### src/rtl/elem_seq.sv
module elem_seq #(
  parameter int MAXVL  = 64,
  parameter int BASE_W = 5
) (
  input  logic                        clk,
  input  logic                        rst_n,
  input  logic                        start,
  input  logic [BASE_W-1:0]           dst_base,
  input  logic [BASE_W-1:0]           srca_base,
  input  logic [BASE_W-1:0]           srcb_base,
  input  logic [2:0]                  dst_tag,
  input  logic [2:0]                  srca_tag,
  input  logic [2:0]                  srcb_tag,
  input  logic                        tag_wide,
  input  logic [$clog2(MAXVL+1)-1:0]  vl_in,
  input  logic                        pred_en,
  input  logic [MAXVL-1:0]            pred_mask,
  input  logic                        zeroing,
  input  logic                        ff_en,
  input  logic [1:0]                  ff_sel,
  input  logic                        ff_expect,
  input  logic [2:0]                  cr_in,
  input  logic                        el_ready,
  output logic                        busy,
  output logic                        el_valid,
  output logic [$clog2(MAXVL)-1:0]    el_idx,
  output logic [BASE_W+1:0]           rd_a,
  output logic [BASE_W+1:0]           rd_b,
  output logic [BASE_W+1:0]           wr_idx,
  output logic                        wr_en,
  output logic                        wr_zero,
  output logic                        done,
  output logic [$clog2(MAXVL+1)-1:0]  vl_out
);
  localparam int VLW = $clog2(MAXVL+1);
  localparam int IW  = $clog2(MAXVL);
  localparam int RW  = BASE_W + 2;

  logic [IW-1:0]    i_q;
  logic [VLW-1:0]   vl_q;
  logic [RW-1:0]    rt_q, ra_q, rb_q;
  logic             rt_v, ra_v, rb_v;
  logic [MAXVL-1:0] mask_q;
  logic             zero_q, ff_q, exp_q;
  logic [1:0]       sel_q;

  function automatic logic [RW:0] decode(input logic [BASE_W-1:0] b,
                                         input logic [2:0] t, input logic w);
    logic [2:0] s;
    s = w ? t : {t[1:0], 1'b0};
    return s[2] ? {1'b1, b, s[1:0]} : {1'b0, s[1:0], b};
  endfunction

  logic [VLW-1:0] vl_cl;
  assign vl_cl = (vl_in > VLW'(MAXVL)) ? VLW'(MAXVL) : vl_in;

  logic en, tbit, fail, last, fire, stop;
  assign en = mask_q[i_q];

  always_comb begin
    case (sel_q)
      2'd1:    tbit = cr_in[1];
      2'd2:    tbit = cr_in[2];
      default: tbit = cr_in[0];
    endcase
  end

  assign fail = ff_q && en && (tbit != exp_q);
  assign last = (VLW'(i_q) + VLW'(1)) == vl_q;
  assign fire = busy && el_ready;
  assign stop = last || fail || (en && !rt_v);

  assign el_valid = busy;
  assign el_idx   = i_q;
  assign rd_a     = ra_q + (ra_v ? RW'(i_q) : RW'(0));
  assign rd_b     = rb_q + (rb_v ? RW'(i_q) : RW'(0));
  assign wr_idx   = rt_q + (rt_v ? RW'(i_q) : RW'(0));
  assign wr_en    = busy && en && !fail;
  assign wr_zero  = busy && !en && zero_q && rt_v;
  assign vl_out   = vl_q;

  always_ff @(posedge clk or negedge rst_n) begin
    if (!rst_n) begin
      busy   <= 1'b0;
      done   <= 1'b0;
      i_q    <= '0;
      vl_q   <= '0;
      rt_q   <= '0;
      ra_q   <= '0;
      rb_q   <= '0;
      rt_v   <= 1'b0;
      ra_v   <= 1'b0;
      rb_v   <= 1'b0;
      mask_q <= '0;
      zero_q <= 1'b0;
      ff_q   <= 1'b0;
      exp_q  <= 1'b0;
      sel_q  <= '0;
    end else begin
      done <= 1'b0;
      if (start && !busy) begin
        {rt_v, rt_q} <= decode(dst_base, dst_tag, tag_wide);
        {ra_v, ra_q} <= decode(srca_base, srca_tag, tag_wide);
        {rb_v, rb_q} <= decode(srcb_base, srcb_tag, tag_wide);
        mask_q <= pred_en ? pred_mask : '1;
        zero_q <= zeroing;
        ff_q   <= ff_en;
        sel_q  <= ff_sel;
        exp_q  <= ff_expect;
        vl_q   <= vl_cl;
        i_q    <= '0;
        if (vl_cl == '0) done <= 1'b1;
        else             busy <= 1'b1;
      end else if (fire) begin
        if (stop) begin
          busy <= 1'b0;
          done <= 1'b1;
          if (fail) vl_q <= VLW'(i_q);
        end else begin
          i_q <= i_q + IW'(1);
        end
      end
    end
  end
endmodule

### config.mk
export PLATFORM = sky130hd
export DESIGN_NAME = elem_seq
export DESIGN_NICKNAME = d
export VERILOG_FILES = /design/src/rtl/elem_seq.sv
export SDC_FILE = /design/constraint.sdc
export NUM_CORES = 1
export LEC_CHECK = 0
export ABC_AREA = 1
export ABC_CLOCK_PERIOD_IN_PS = 5180
export BUFFER_PORTS_ARGS = -buffer_cell sky130_fd_sc_hd__buf_2
export CAP_MARGIN = 20
export CORE_MARGIN = 10
export CORE_UTILIZATION = 45
export DETAILED_ROUTE_END_ITERATION = 10
export PLACE_DENSITY_LB_ADDON = 0.1
export SYNTH_ARGS = -nofsm -noshare
export SYNTH_HDL_FRONTEND = slang
export SYNTH_SLANG_ARGS = --single-unit
export TNS_END_PERCENT = 5
### constraint.sdc
create_clock -name clk -period 5.18 [get_ports clk]
set_input_delay 0.518 -clock clk [delete_from_list [all_inputs] [get_ports clk]]
set_output_delay 0.518 -clock clk [all_outputs]
set_load 0.02 [all_outputs]
==> summary.txt <==
STA
  • Worst-margin pin slew: 1.049 ns
  • Setup violators final: 0
  • Crit path time final: 3.371 ns
  • Hold Vio Cnt, Final: 0
  • TNS Setup: 0 ns
  • RSZ-0062 raised after global routing: no
  • Clock Skew: 0.005668 ns
  • Pins Over Slew Limit: 0
  • Final worst setup slack: 1.809 ns
  • Fmax: between 200 and 300 MHz
  • Slew headroom: between 30% and 40%
  • Period utilization: 65.08%

Die
  • Io pins: 148
  • Die width: approximately 140 µm
  • FP Rows: 43
  • Core area: 13770 µm²
  • Die height: 138.1 µm
  • Initial Utilization: approximately 46%
  • Die ar.: 19080 µm²

Worst setup path
  • Worst R2R Start: el_idx[0]
  • Crit path DAT: between 2 and 3 ns
  • CP required: 4.66 ns
  • Crit-path slowest cell: dfrtp_2
  • CP Launch Type: flip-flop
  • R2r worst-path depth: 13
  • Slowest stage delay, CP: 0.87 ns
  • Setup crit end kind: primary output
  • Top cell by count, worst path: nand3_1
  • Worst Path Max Fanout: 40
  • WS Path Type: reg -> out
  • Buf+Inv Stages, Crit Path: 2
  • FF-to-FF End: el_idx[2]
  • CP Cell Sequence: inv_2 -> nand2_1 -> nand3_1 -> nand3_1 -> nand2_1 -> nand2_1 -> nand3_1 -> nand3_1 -> nand2_2 -> nor2_1 -> buf_2
  • Slack of the worst reg-to-reg path: 2.24 ns
  • Crit path max-delay family: simple AND/OR/NAND/NOR gates

Logic synthesis
  • Average instance area after synthesis: approximately 7.4 µm²
  • Synth Instances: 843
  • Async SR Flop Fraction: between 90% and 100%
  • Distinct cells, synth: 37
  • Post-synth net total: 976
  • Synth warn: 0
  • Area of the mapped netlist: ~6300 µm²
  • #FFs+latches synth: 108
  • Post-synth EDFFs: 0
  • Sequential share of the synthesized area: 43.05%
  • Main flop type after synthesis: dfrtp_1

Global route
  • Total global-route track usage: 17.85%
  • Grt ovf: 0
  • Global-route wire length before repair: 28940 µm
  • Vias in the first global route: 5910
  • Largest net degree at the start of global routing: around 120
  • Antenna violations before repair: 0

Layout
  • Multi-input combinational cell area: 3094 µm²
  • Share of layout cells above drive strength 1: 20.12%
  • Layout Nets: 1092
  • FILL cells: 1443
  • Layout area overhead: 17.42%
  • ANT cells: 0
  • Register area: 2704 µm²

Clock tree
  • CTS tree: built
  • Clk buf depth: 2
  • Total CTS buffers: 9
  • Cts repair resizes: 0
  • Clock Latency Late Sink: 0.35 ns
  • Clock sink total: 108
  • Clock Pin Slew Worst Setup and Hold Paths: about 0.07 ns
  • Cts-stage hold buffer count: 0
  • Post-CTS Setup Repair Bufs: 0
  • Root buffer cell: clkbuf_16
  • H-tree Lvls: 3

Placed design
  • DPL Wire Length: 12140 µm
  • Gpl congestion: 0.8281
  • IO Port Bufs: 147
  • Dpl ws: between 2 and 2.5 ns

Route
  • DR WL/cell: 14.77 µm
  • Via density: roughly 5
  • DR iter-0 viols: 351
  • Vias: 5713
  • Pre-antenna DRT Iters: 5
  • Antenna violation net count after detailed routing: 0
  • DRC: 0
  • Routed WL: between 15000 and 20000 µm

Power
  • Max VDD drop: 0.2852 mV
  • Power Density: 607.4 nW/µm²
  • Leak Pwr: 0.003995 µW

Hold path
  • Hold crit path type: in -> async

Outcome
  • Status: complete, no violations

Job
  • Max cap viols: 0
[per-stage QoR]
stage	hold WS, ns	area (µm²)	power [µW]	util, %	std cells
global route	0.3208	7372	4928	53.52	1144
CTS	0.2858	7372	4536	53.52	1144
global placement	0.4555	7039	3728	51.11	1128
floorplan	0.2224	6279	3174	-	843
detailed placement	0.4603	7039	3755	51.11	1128
finish	0.2547	7372	4478	53.52	1144
[layout by cell type (no fill, tap or decap), drive strengths merged, types with 2 or more instances in the layout]
cell,count
buf,151
inv,63
a21oi,18
a31oi,6
clkinv,6
nand4,6
ha,21
o21ai,122
xnor2,2
nand3,78
nand2,292
nor2,42
or2,4
bufinv,2
fa,3
dfrtp,108
xor2,20
clkbuf,10
[worst max-delay path by stage]
stage | to | cells past startpoint | startpoint
after floorplan | wr_idx[6] | 12 | el_idx[0]
after global placement | wr_zero | 11 | el_idx[0]
after detailed placement | wr_zero | 11 | el_idx[0]
after CTS | wr_zero | 11 | el_idx[0]
after global routing | wr_zero | 11 | el_idx[0]
final | wr_zero | 11 | el_idx[0]
[cells by family (layout without fill, tap and decap cells)]
logic type,count (synthesis),count (layout),synth area share [%]
simple gates,426,426,28.24
compound gates,151,151,12.71
buf+inv,112,233,7.792
xor+xnor,22,22,3.069
fa+ha+maj,24,24,5.141
flops,108,108,43.05
[synth_stat cells, drive strengths merged, types with 2 or more instances]
master / n / area (µm²)
clkbuf: 31 / 116.4
clkinv: 5 / 18.77
or2: 4 / 25.03
nand2: 292 / 1116
fa: 3 / 60.06
ha: 21 / 262.8
nor2: 42 / 157.7
dfrtp: 108 / 2703
a31oi: 6 / 37.54
o21ai: 122 / 629.3
xor2: 20 / 175.2
nand3: 78 / 407.9
xnor2: 2 / 17.52
nand4: 6 / 37.54
inv: 61 / 229.0
a21oi: 18 / 93.84
buf: 15 / 125.1
[flip-flops by register name, summed over array words and instances (netlist names)]
register  flops
zero_q        1
rt_v          1
sel_q         2
busy          1
ff_q          1
rb_v          1
done          1
ra_v          1
ra_q          7
exp_q         1
mask_q       64
rb_q          7
rt_q          7
vl_out        7
el_idx        6
[power by group]
part           total [µW]  switching (µW)  internal (µW)
sequential           1640             385           1260
clock                 763             322            442
combinational        2070            1320            752
total                4480            2030           2450
[layer usage]
layer	routed length, µm	track usage [%]	vias to the layer above
li1	-	-	2955
met1	8261	24.18	2598
met2	7520	27.84	150
met3	968	5.068	10
met4	148	3.496	0
met5	0	0	-
[area by class of cell]
type / count / share of cell area, %
Sequential cell: 108 / 36.68
Clock buffer: 10 / 3.242
Timing Repair Buffer: 151 / 10.42
Tap cell: 180 / 3.055
Multi-Input combinational cell: 623 / 41.97
Clock inverter: 6 / 1.273
Inverter: 66 / 3.360
Note: power is estimated with default switching activity, not from simulation.
